--- config.mk ---
export PLATFORM = sky130hd
export DESIGN_NAME = pmx_port
export DESIGN_NICKNAME = d
export VERILOG_FILES = /design/src/rtl/pmx_pkg.sv /design/src/rtl/pmx_mode_dec.sv /design/src/rtl/pmx_prog_reg.sv /design/src/rtl/pmx_chan_bank.sv /design/src/rtl/pmx_port.sv
export SDC_FILE = /design/constraint.sdc
export NUM_CORES = 1
export LEC_CHECK = 0
export ABC_AREA = 1
export BUFFER_PORTS_ARGS = -buffer_cell sky130_fd_sc_hd__clkbuf_2
export CORE_ASPECT_RATIO = 1.1
export CORE_MARGIN = 1
export CORE_UTILIZATION = 40
export DETAILED_ROUTE_END_ITERATION = 10
export SKIP_LAST_GASP = 1
export SLEW_MARGIN = 0
export SYNTH_ARGS = -nofsm -noshare
export SYNTH_HDL_FRONTEND = slang
export SYNTH_SLANG_ARGS = --single-unit
--- constraint.sdc ---
create_clock -name clk -period 5.57 [get_ports clk]
set_input_delay 1.114 -clock clk [delete_from_list [all_inputs] [get_ports clk]]
set_output_delay 1.114 -clock clk [all_outputs]
set_load 0.01 [all_outputs]
--- src/rtl/pmx_pkg.sv ---
// Package pmx_pkg
// Purpose : shared widths and enumerations for the indirect memory access port.
// Assumes : 16-bit data words and 32-bit descriptors {address, mode}.
package pmx_pkg;
    localparam int WORD_W = 16;
    localparam int CFG_W  = 2 * WORD_W;
    localparam int NIB_N  = WORD_W / 4;

    typedef enum logic [2:0] {
        K_BAD  = 3'd0,
        K_DRAM = 3'd1,
        K_CELL = 3'd2,
        K_IRAM = 3'd3,
        K_ROM  = 3'd4
    } acc_kind_t;

    typedef enum logic [1:0] {
        RS_REG  = 2'd0,
        RS_DRAM = 2'd1,
        RS_ROM  = 2'd2
    } rsrc_t;
endpackage

--- src/rtl/pmx_mode_dec.sv ---
// Module pmx_mode_dec
// Purpose : classifies a descriptor's mode for a read or a write and computes the
//           descriptor value after the access (address stepping).
// Assumes : purely combinational; descriptor is {address[31:16], mode[15:0]}.
module pmx_mode_dec
    import pmx_pkg::*;
(
    input  logic [CFG_W-1:0] cfg,
    input  logic             is_wr,
    output acc_kind_t        kind,
    output logic             ovw,
    output logic             iram_bad,
    output logic [CFG_W-1:0] cfg_next
);
    logic [WORD_W-1:0] mode;
    logic [WORD_W-1:0] addr;
    logic [WORD_W-1:0] mag;
    logic [WORD_W-1:0] lin_addr;
    logic [WORD_W-1:0] cell_addr;
    logic [2:0]        sidx;

    assign mode = cfg[WORD_W-1:0];
    assign addr = cfg[CFG_W-1:WORD_W];

    // Step magnitude from the nonlinear 3-bit code, then signed stepping.
    always_comb begin
        sidx = mode[13:11];
        case (sidx)
            3'd0:    mag = '0;
            3'd7:    mag = WORD_W'(128);
            default: mag = WORD_W'(1) << (sidx - 3'd1);
        endcase
        lin_addr  = mode[15] ? (addr - mag) : (addr + mag);
        cell_addr = addr + (addr[0] ? WORD_W'(31) : WORD_W'(1));
    end

    // Access kind, in decode priority order, per direction.
    always_comb begin
        kind = K_BAD;
        if (is_wr) begin
            if ((mode & 16'h43FF) == 16'h0018)      kind = K_DRAM;
            else if ((mode & 16'hFBFF) == 16'h4018) kind = K_CELL;
            else if ((mode & 16'h47FF) == 16'h001C) kind = K_IRAM;
        end else begin
            if ((mode & 16'hFFF0) == 16'h0800)      kind = K_ROM;
            else if ((mode & 16'h47FF) == 16'h0018) kind = K_DRAM;
        end
    end

    assign ovw      = mode[10];
    assign iram_bad = (addr[15:10] != 6'b100000);

    // Descriptor value after the access.
    always_comb begin
        case (kind)
            K_DRAM, K_IRAM: cfg_next = {lin_addr, mode};
            K_CELL:         cfg_next = {cell_addr, mode};
            K_ROM:          cfg_next = cfg + CFG_W'(32'h0001_0000)
                                           + CFG_W'(addr == 16'hFFFF);
            default:        cfg_next = cfg;
        endcase
    end
endmodule

--- src/rtl/pmx_prog_reg.sv ---
// Module pmx_prog_reg
// Purpose : shared staging register with its two-phase load sequence and armed flag.
// Assumes : at most one access per cycle; a channel access clears the second phase,
//           disarms, and optionally reloads the register with an updated descriptor.
module pmx_prog_reg
    import pmx_pkg::*;
(
    input  logic              clk,
    input  logic              rst_n,
    input  logic              prog_acc,
    input  logic              prog_wr,
    input  logic [WORD_W-1:0] wdata,
    input  logic              chan_acc,
    input  logic              reload_en,
    input  logic [CFG_W-1:0]  reload_val,
    output logic [CFG_W-1:0]  prog_word,
    output logic              have_addr,
    output logic              armed
);
    // Phase tracking and loading of the staging word.
    always_ff @(posedge clk) begin
        if (!rst_n) begin
            prog_word <= '0;
            have_addr <= 1'b0;
            armed     <= 1'b0;
        end else if (prog_acc) begin
            if (have_addr) begin
                if (prog_wr) prog_word[WORD_W-1:0] <= wdata;
                have_addr <= 1'b0;
                armed     <= 1'b1;
            end else begin
                if (prog_wr) prog_word[CFG_W-1:WORD_W] <= wdata;
                have_addr <= 1'b1;
            end
        end else if (chan_acc) begin
            have_addr <= 1'b0;
            armed     <= 1'b0;
            if (reload_en) prog_word <= reload_val;
        end
    end
endmodule

--- src/rtl/pmx_chan_bank.sv ---
// Module pmx_chan_bank
// Purpose : per-channel read/write descriptors and holding registers, with a
//           selected-channel read mux.
// Assumes : one update per cycle, addressed by sel; out-of-range sel reads zero.
module pmx_chan_bank
    import pmx_pkg::*;
#(
    parameter int N_CHAN = 5,
    parameter int CH_W   = 3
) (
    input  logic              clk,
    input  logic              rst_n,
    input  logic [CH_W-1:0]   sel,
    input  logic              cfg_we,
    input  logic              cfg_slot_wr,
    input  logic [CFG_W-1:0]  cfg_wval,
    input  logic              hold_we,
    input  logic [WORD_W-1:0] hold_wval,
    output logic [CFG_W-1:0]  rd_cfg,
    output logic [CFG_W-1:0]  wr_cfg,
    output logic [WORD_W-1:0] hold_q
);
    logic [CFG_W-1:0]  rd_slot [N_CHAN];
    logic [CFG_W-1:0]  wr_slot [N_CHAN];
    logic [WORD_W-1:0] hold_r  [N_CHAN];

    for (genvar g = 0; g < N_CHAN; g++) begin : g_chan
        logic hit;
        assign hit = (sel == CH_W'(g));
        // Storage for channel g: two descriptors and one holding word.
        always_ff @(posedge clk) begin
            if (!rst_n) begin
                rd_slot[g] <= '0;
                wr_slot[g] <= '0;
                hold_r[g]  <= '0;
            end else begin
                if (hit && cfg_we && !cfg_slot_wr) rd_slot[g] <= cfg_wval;
                if (hit && cfg_we &&  cfg_slot_wr) wr_slot[g] <= cfg_wval;
                if (hit && hold_we)                hold_r[g]  <= hold_wval;
            end
        end
    end

    // Selected-channel read mux.
    always_comb begin
        rd_cfg = '0;
        wr_cfg = '0;
        hold_q = '0;
        for (int i = 0; i < N_CHAN; i++) begin
            if (sel == CH_W'(i)) begin
                rd_cfg = rd_slot[i];
                wr_cfg = wr_slot[i];
                hold_q = hold_r[i];
            end
        end
    end
endmodule

--- src/rtl/pmx_port.sv ---
// Module pmx_port
// Purpose : top of the indirect memory access port. Routes each access to the
//           staging register, a descriptor bind, a holding register or a memory port,
//           and returns read data one cycle later.
// Assumes : memories answer reads one cycle after the request; one access per cycle.
module pmx_port
    import pmx_pkg::*;
#(
    parameter int N_CHAN   = 5,
    parameter int MEM_CHAN = 4,
    parameter int IRAM_AW  = 10,
    parameter int ROM_PW   = 4,
    localparam int CH_W    = $clog2(N_CHAN),
    localparam int ROM_AW  = ROM_PW + WORD_W
) (
    input  logic              clk,
    input  logic              rst_n,
    input  logic              acc_valid,
    input  logic              acc_prog,
    input  logic              acc_write,
    input  logic [CH_W-1:0]   acc_chan,
    input  logic [WORD_W-1:0] acc_wdata,
    input  logic [1:0]        mem_route,
    output logic              acc_rvalid,
    output logic [WORD_W-1:0] acc_rdata,
    output logic              acc_err,
    output logic              dram_req,
    output logic              dram_we,
    output logic [WORD_W-1:0] dram_addr,
    output logic [WORD_W-1:0] dram_wdata,
    output logic [NIB_N-1:0]  dram_nmask,
    input  logic [WORD_W-1:0] dram_rdata,
    output logic              iram_we,
    output logic [IRAM_AW-1:0] iram_addr,
    output logic [WORD_W-1:0] iram_wdata,
    output logic              rom_req,
    output logic [ROM_AW-1:0] rom_addr,
    input  logic [WORD_W-1:0] rom_rdata
);
    logic              prog_acc, chan_acc, bind_acc, routed, hold_path;
    logic [CFG_W-1:0]  prog_word, rd_cfg, wr_cfg, cfg_use, cfg_next;
    logic              have_addr, armed;
    logic [WORD_W-1:0] hold_q;
    acc_kind_t         kind;
    logic              ovw, iram_bad;
    logic              err_d;
    logic [NIB_N-1:0]  nz_nib;
    logic [WORD_W-1:0] rdata_q;
    rsrc_t             rsrc_q;

    // Access classification.
    assign prog_acc  = acc_valid &&  acc_prog;
    assign chan_acc  = acc_valid && !acc_prog;
    assign bind_acc  = chan_acc && armed;
    assign routed    = chan_acc && !armed &&
                       ((acc_chan == CH_W'(MEM_CHAN)) || (mem_route != 2'b00));
    assign hold_path = chan_acc && !armed && !routed;
    assign cfg_use   = acc_write ? wr_cfg : rd_cfg;

    pmx_prog_reg u_prog (
        .clk        (clk),
        .rst_n      (rst_n),
        .prog_acc   (prog_acc),
        .prog_wr    (acc_write),
        .wdata      (acc_wdata),
        .chan_acc   (chan_acc),
        .reload_en  (routed),
        .reload_val (cfg_next),
        .prog_word  (prog_word),
        .have_addr  (have_addr),
        .armed      (armed)
    );

    pmx_chan_bank #(.N_CHAN(N_CHAN), .CH_W(CH_W)) u_bank (
        .clk         (clk),
        .rst_n       (rst_n),
        .sel         (acc_chan),
        .cfg_we      (bind_acc || (routed && kind != K_BAD)),
        .cfg_slot_wr (acc_write),
        .cfg_wval    (bind_acc ? prog_word : cfg_next),
        .hold_we     (hold_path && acc_write),
        .hold_wval   (acc_wdata),
        .rd_cfg      (rd_cfg),
        .wr_cfg      (wr_cfg),
        .hold_q      (hold_q)
    );

    pmx_mode_dec u_dec (
        .cfg      (cfg_use),
        .is_wr    (acc_write),
        .kind     (kind),
        .ovw      (ovw),
        .iram_bad (iram_bad),
        .cfg_next (cfg_next)
    );

    // Nibble-presence flags for the merging write.
    for (genvar n = 0; n < NIB_N; n++) begin : g_nib
        assign nz_nib[n] = |acc_wdata[4*n +: 4];
    end

    // Memory port drive.
    assign dram_req   = routed && (kind == K_DRAM || kind == K_CELL);
    assign dram_we    = dram_req && acc_write;
    assign dram_addr  = cfg_use[CFG_W-1:WORD_W];
    assign dram_wdata = acc_wdata;
    assign dram_nmask = ovw ? nz_nib : {NIB_N{1'b1}};
    assign iram_we    = routed && acc_write && kind == K_IRAM;
    assign iram_addr  = cfg_use[WORD_W +: IRAM_AW];
    assign iram_wdata = acc_wdata;
    assign rom_req    = routed && !acc_write && kind == K_ROM;
    assign rom_addr   = {cfg_use[ROM_PW-1:0], cfg_use[CFG_W-1:WORD_W]};

    assign err_d = routed && (kind == K_BAD || (kind == K_IRAM && iram_bad));

    // Read return and error pulse registers.
    always_ff @(posedge clk) begin
        if (!rst_n) begin
            acc_rvalid <= 1'b0;
            acc_err    <= 1'b0;
            rsrc_q     <= RS_REG;
            rdata_q    <= '0;
        end else begin
            acc_rvalid <= acc_valid && !acc_write;
            acc_err    <= err_d;
            if (acc_valid && !acc_write) begin
                rsrc_q  <= rom_req ? RS_ROM : (dram_req ? RS_DRAM : RS_REG);
                rdata_q <= prog_acc  ? prog_word[CFG_W-1:WORD_W] :
                           hold_path ? hold_q : '0;
            end
        end
    end

    // Read data select.
    always_comb begin
        case (rsrc_q)
            RS_DRAM: acc_rdata = dram_rdata;
            RS_ROM:  acc_rdata = rom_rdata;
            default: acc_rdata = rdata_q;
        endcase
    end
endmodule

==> results by group, run 1 <==
Run status
  – Outcome: finished, final reports clean

Critical path
  – Worst-path fanout max: 22
  – Highest-delay cell along the critical path: o21ai_0
  – Crit-path cells: buf_6, inv_2, nor2_2, nand2_2, inv_2, buf_12, buf_4, a21oi_1, nand3_1, nand2_1, nand4_2, inv_2, nand2_1, buf_4, o21ai_1, nand2_2, buf_4, o21ai_0, nand2_1, nor2_1, clkbuf_2
  – Buffers plus inverters on the worst setup path: 9
  – Setup CP Type: in2out
  – CP startpoint kind: input port
  – R2r startpoint: u_bank.wr_slot[1][13]
  – Arrival @ worst endpoint: 4280 ps
  – Delay-heaviest family, CP: simple AND/OR/NAND/NOR gates
  – Worst setup startpoint: acc_chan[1]
  – Required @ worst endpoint: 4460 ps
  – Crit end category: output pin
  – CP peak stage delay: about 360 ps

Place
  – Dpl cells: 3579
  – Detail Placement HPWL: 54200 um
  – DP Area: 0.0260 mm2
  – Port bufs: 161
  – Placer Congestion: a little over 0.9

Power
  – Cell internal pwr: 6.07 mW
  – Clock power frac: 0.348
  – Power Dens Cells: ~310 mW/mm2
  – Leakage: 11.6 nW
  – Combinational Power Share: 0.217
  – P_sw: 2.51 mW
  – Sw frac: 0.292
  – Final Power: 8.58 mW
  – Seq pwr share: 0.434
  – Worst vdd ir: roughly 0.28 mV

Hold path
  – HP Class: reg2reg
  – Hold wc startpoint: rdata_q[5]

Global routing
  – Number of antenna violations at the first check in global routing: 0
  – GRT Util Overall: 0.264
  – Overflow after GRT: 0
  – First-pass GRT wire length: roughly 120000 um
  – Largest net degree at the start of global routing: 37
  – Number of global-route vias before repair: ~19000

Layout
  – Core Util, Final: 0.493
  – N_diodes: 0
  – # nets final: 2974
  – Most frequent cells in the layout: nand2_1 (617), nor2_1 (486), edfxtp_1 (384)
  – Commonest non-fill, non-tap cell in the layout: nand2_1
  – Synthesis-to-layout area growth: 21.2%
  – Final instance area: approximately 0.028 mm2
  – Layout Cells excl Fill: 3672
  – Layout cells sized above 1: 0.230

Drt
  – Wire length per cell: 21.2 um
  – Routed vias/inst: 5.38
  – Via count: 19800
  – # DRC: 0
  – Final wirelength: just under 80000 um
  – TritonRoute pass-1 iters: 5
  – DRT iter0 DRCs: 1724
  – Antenna Nets Post-Route: 0

STA
  – Worst Skew: 39.1 ps
  – Final Hold Vio Count: 0
  – Final Setup Violations: 0
  – Min Tclk post-route: between 5000 and 6000 ps
  – Slew Limit Fails: 0
  – Slew margin rel.: 0.207
  – Peak Freq: 186 MHz
  – Final critical-path share of the clock period: 0.968
  – Pin slew with the least headroom to its limit: 1180 ps

Die
  – Initial Util: 0.406
  – Die X: 230 um
  – # rows: 91
  – Core region area: 0.0564 mm2
  – Top Ports: between 150 and 200
  – Height of the die: 253 um
  – Die area: a little under 0.06 mm2

Logic synthesis
  – Synthesized flop and latch total: 438
  – Syn_area_per_cell: between 8 and 9 um2
  – Sequential fraction of the synthesis area: 0.551
  – Unique masters post-synth: 61
  – Synth Instances: between 2000 and 3000
  – Area of the mapped netlist: 0.0229 mm2
  – Syn nets: 2661
  – Yosys warning count: 0

Clocking
  – CTS Buffer Depth: 3
  – # clock sinks: between 400 and 500
  – Clock insertion delay at the later pin of the skew report: 610 ps
  – Clk root buf: clkbuf_16
  – TritonCTS clock tree: yes
  – CTS Buf Count: between 40 and 50
  – Hold buffer count at cts: 0
  – Htree depth: 2
  – Worst-path clk slew: 60 ps

Job
  – Max Cap Viol: 0
-- metrics by stage --
stage                     setup TNS (ps)  setup WS [ps]  hold WS [ps]
after floorplan                        0           33.3           452
after global placement            -48180           -466           478
after detailed placement          -51890           -502           479
after CTS                              0           95.4           489
after global routing                -111          -22.6           519
final                                  0            179           487
-- power by group through the flow --
| stage | logic (mW) | registers (mW) | clock network, mW |
|---|---|---|---|
| after floorplan | 0.887 | 3.78 | 0 |
| after global placement | 1.74 | 3.79 | 0 |
| after detailed placement | 1.76 | 3.80 | 0 |
| after CTS | 1.76 | 3.73 | 3.00 |
| after global routing | 1.99 | 3.74 | 3.12 |
| final | 1.86 | 3.73 | 2.99 |
-- kinds of logic (layout without fill, tap and decap cells) --
logic type	count (synthesis)	count (layout)	synth area share
AND/OR/NAND/NOR	1429	1430	0.266
XOR/XNOR	9	9	0.00344
multiplexers	5	5	0.00360
AO/OA/AOI/OAI	321	321	0.0877
adder cells (fa/ha/maj)	23	23	0.0129
flip-flops	438	438	0.551
buffers and inverters	355	702	0.0761
-- per-layer routing --
layer | part of all wire | GRT usage
met3 | 0.068 | 0.0399
met1 | 0.41 | 0.344
met5 | 0 | 0
met4 | 0.026 | 0.0802
met2 | 0.49 | 0.452
-- what timing repair did --
item                                    CTS  global route
setup buffers                             0             7
gates resized for setup                   0            63
endpoints found under the setup margin    0           167
-- sequential cells by signal (all words and copies together) (netlist names) --
signal	cells
u_bank.rd_slot	160
u_bank.wr_slot	160
u_bank.hold_r	64
u_prog.prog_word	32
rdata_q	16
rsrc_q	2
acc_err	1
acc_rvalid	1
u_prog.armed	1
u_prog.have_addr	1
-- final timing paths --
kind	end	slack [ps]	cells past startpoint
worst max-delay path	dram_we	180	21
worst min-delay path	rdata_q[5]	490	2
worst max register to register	u_bank.wr_slot[1][29]	750	34
worst min register to register	rdata_q[5]	490	2
-- layout make-up --
type	count	area, um2
Clock buffer	57	1240
Clock inverter	27	184
Fill cell	5283	28600
Inverter	162	613
Multi-Input combinational cell	1788	8730
Sequential cell	438	12600
Tap cell	744	931
Timing Repair Buffer	456	3450
-- synthesized netlist by cell type (all sizes together) --
cell       n  area share
and3       1     0.00027
a22oi     32       0.010
o21ai     99       0.023
o22ai      1     0.00027
and2       1     0.00027
nand3b     6      0.0020
o211a      1     0.00044
a211oi    10      0.0033
o2111ai    2     0.00076
dfxtp     54       0.047
nor3      20      0.0051
fa         1     0.00087
nand3    162       0.036
nor2     521       0.089
nand2    644        0.11
o211ai     3     0.00098
buf      147       0.042
o21a       2     0.00071
ha        22       0.012
nor4       4      0.0011
a21boi     1     0.00033
o21bai    12      0.0062
edfxtp   384        0.50
a22o       5      0.0019
a31oi     18      0.0049
mux2i      5      0.0036
or2       16      0.0044
a21oi    108       0.024
clkinv     2     0.00033
nand4     54       0.021
a221oi    18      0.0069
xor2       5      0.0019
inv      160       0.026
clkbuf    46      0.0075
xnor2      4      0.0015
o221ai     9      0.0034
-- worst min-delay path: stages (launching register included) --
cell      delay [ps]
dfxtp_1          300
inv_1             60
a221oi_1          70
No activity file was read; power rests on OpenSTA's default activity.
==> inputs of run 2 (changes only) <==
--- a/config.mk
+++ b/config.mk
@@ -10,6 +10,7 @@
 export CORE_ASPECT_RATIO = 1.1
 export CORE_MARGIN = 1
 export CORE_UTILIZATION = 40
+export CTS_BUF_LIST = sky130_fd_sc_hd__clkbuf_8
 export DETAILED_ROUTE_END_ITERATION = 10
 export SKIP_LAST_GASP = 1
 export SLEW_MARGIN = 0
==> run 2 against run 1 <==
Net effect:
- wire length increased by 0.11%
- worst setup slack improved by 60 ps
- clock skew up 7.4 ps
- critical path depth is the same
- sequential power about the same
- register-to-register slack improved by 30 ps
==> results by group, run 2 (same netlist as run 1, synthesis figures left out) <==
Run status
  – Outcome: finished, final reports clean

Hold path
  – HP Class: reg2reg
  – Hold path depth: 2

Die
  – Core region area: 0.0564 mm2
  – Die X: 230 um
  – Height of the die: 253 um
  – Initial Util: 0.406
  – Die area: 0.0582 mm2
  – # rows: 91
  – Top Ports: approximately 160

Place
  – Detail Placement HPWL: 54200 um
  – Port bufs: between 150 and 200
  – Dpl cells: 3579
  – Placer Congestion: 0.927

Critical path
  – Worst-path fanout max: 22
  – Setup CP Type: in2out
  – CP startpoint kind: input port
  – Arrival @ worst endpoint: around 4200 ps
  – FF-to-FF path depth: 33
  – Crit end category: output pin
  – Required @ worst endpoint: approximately 4500 ps

STA
  – RSZ-0062 raised after global routing: yes
  – Pin slew with the least headroom to its limit: 1170 ps
  – Final Setup Violations: 0
  – Slew Limit Fails: 0
  – Worst Skew: 46.5 ps
  – Final Hold Vio Count: 0
  – Slew margin rel.: 0.209
  – Min Tclk post-route: 5330 ps
  – Final critical-path share of the clock period: 0.957
  – Peak Freq: ~190 MHz

Clocking
  – # clock sinks: 438
  – Clock insertion delay at the later pin of the skew report: 670 ps
  – Clk root buf: clkbuf_8
  – Worst-path clk slew: 60 ps
  – Hold buffer count at cts: 0
  – CTS Buffer Depth: 3
  – Htree depth: 3
  – CTS Buf Count: 75
  – TritonCTS clock tree: yes

Power
  – Power Dens Cells: ~300 mW/mm2
  – Leakage: 11.6 nW
  – Worst vdd ir: 0.198 mV

Layout
  – Layout Cells excl Fill: 3716
  – Most frequent cells in the layout: nand2_1 (620), nor2_1 (487), edfxtp_1 (384)
  – Commonest non-fill, non-tap cell in the layout: nand2_1
  – Core Util, Final: 0.489
  – Biggest regs: u_bank.rd_slot x160, u_bank.wr_slot x160, u_bank.hold_r x64
  – N_diodes: 0
  – Synthesis-to-layout area growth: 20.3%
  – # nets final: 2998
  – Layout cells sized above 1: 0.228

Drt
  – DRT iter0 DRCs: 1802
  – Final wirelength: 77900 um
  – Via count: roughly 20000
  – TritonRoute pass-1 iters: 6
  – Antenna Nets Post-Route: 0
  – Wire length per cell: 21.0 um
  – Routed vias/inst: between 5 and 6
  – # DRC: 0

Global routing
  – Overflow after GRT: 0
  – First-pass GRT wire length: 116000 um
  – Number of antenna violations at the first check in global routing: 1
  – Largest net degree at the start of global routing: 37
  – GRT Util Overall: 0.266
  – Number of global-route vias before repair: 19200

Job
  – Max Cap Viol: 0
-- run 2: cell types whose count changed in the layout (fill, tap and decap cells not counted), sizes merged --
cell and delta:
nand2 -1, clkinvlp -1, buf -3, clkbuf +19, bufinv +1, inv +29
-- run 2: final timing paths --
| check | slack (ps) | startpoint | endpoint |
|---|---|---|---|
| max reg2reg | 780 | u_bank.rd_slot[0][13] | u_bank.wr_slot[3][29] |
| min reg2reg | 490 | rdata_q[5] | rdata_q[5] |
| max | 240 | acc_chan[1] | dram_we |
| min | 490 | rdata_q[5] | rdata_q[5] |
-- run 2: stage by stage --
stage | power [mW] | setup slack (ps) | TNS [ps] | area, um2 | hold slack (ps)
after global placement | 5.53 | -466 | -48180 | 26000 | 478
after global routing | 8.57 | -11.0 | -26.2 | 27600 | 519
final | 8.26 | 239 | 0 | 27600 | 490
after CTS | 8.23 | 96.9 | 0 | 27400 | 489
after detailed placement | 5.55 | -502 | -51890 | 26000 | 479
after floorplan | 4.67 | 33.3 | 0 | 22900 | 452
-- run 2: final cells by class --
cell class | count | area [um2]
multi-input cells | 1787 | 8690
well taps | 744 | 931
inverters | 162 | 608
clock buffers | 76 | 1050
clock inverters | 56 | 288
flip-flops and latches | 438 | 12600
fillers | 5354 | 28800
repair buffers | 453 | 3390
-- run 2: report_power, final --
part	switching (mW)	internal, mW
Sequential	0.0431	3.69
Combinational	1.10	0.731
Clock	1.34	1.36
-- run 2: worst max-delay path: stages --
cell      delay (ps)
clkbuf_4         150
inv_2             70
nor2_2            50
nand2_2          130
inv_2             80
buf_12           170
buf_4            140
a21oi_1          170
nand3_1          120
nand2_1          160
nand4_2          240
inv_2            140
nand2_1           80
buf_4            140
o21ai_1          170
nand2_2          100
buf_4            160
o21ai_1          270
nand2_1          230
nor2_1           160
clkbuf_2         150
-- run 2: metal layers --
| layer | global-route usage | wire length (um) | vias to the layer above |
|---|---|---|---|
| li1 | - | - | 9343 |
| met1 | 0.343 | 32200 | 9627 |
| met2 | 0.457 | 38600 | 736 |
| met3 | 0.0408 | 5140 | 117 |
| met4 | 0.0834 | 1940 | 2 |
| met5 | 0 | 12 | - |
-- run 2: repair_timing --
| item | in CTS | in global routing |
|---|---|---|
| setup buffers | 0 | 5 |
| resized for setup | 0 | 45 |
| setup endpoints to repair | 0 | 95 |
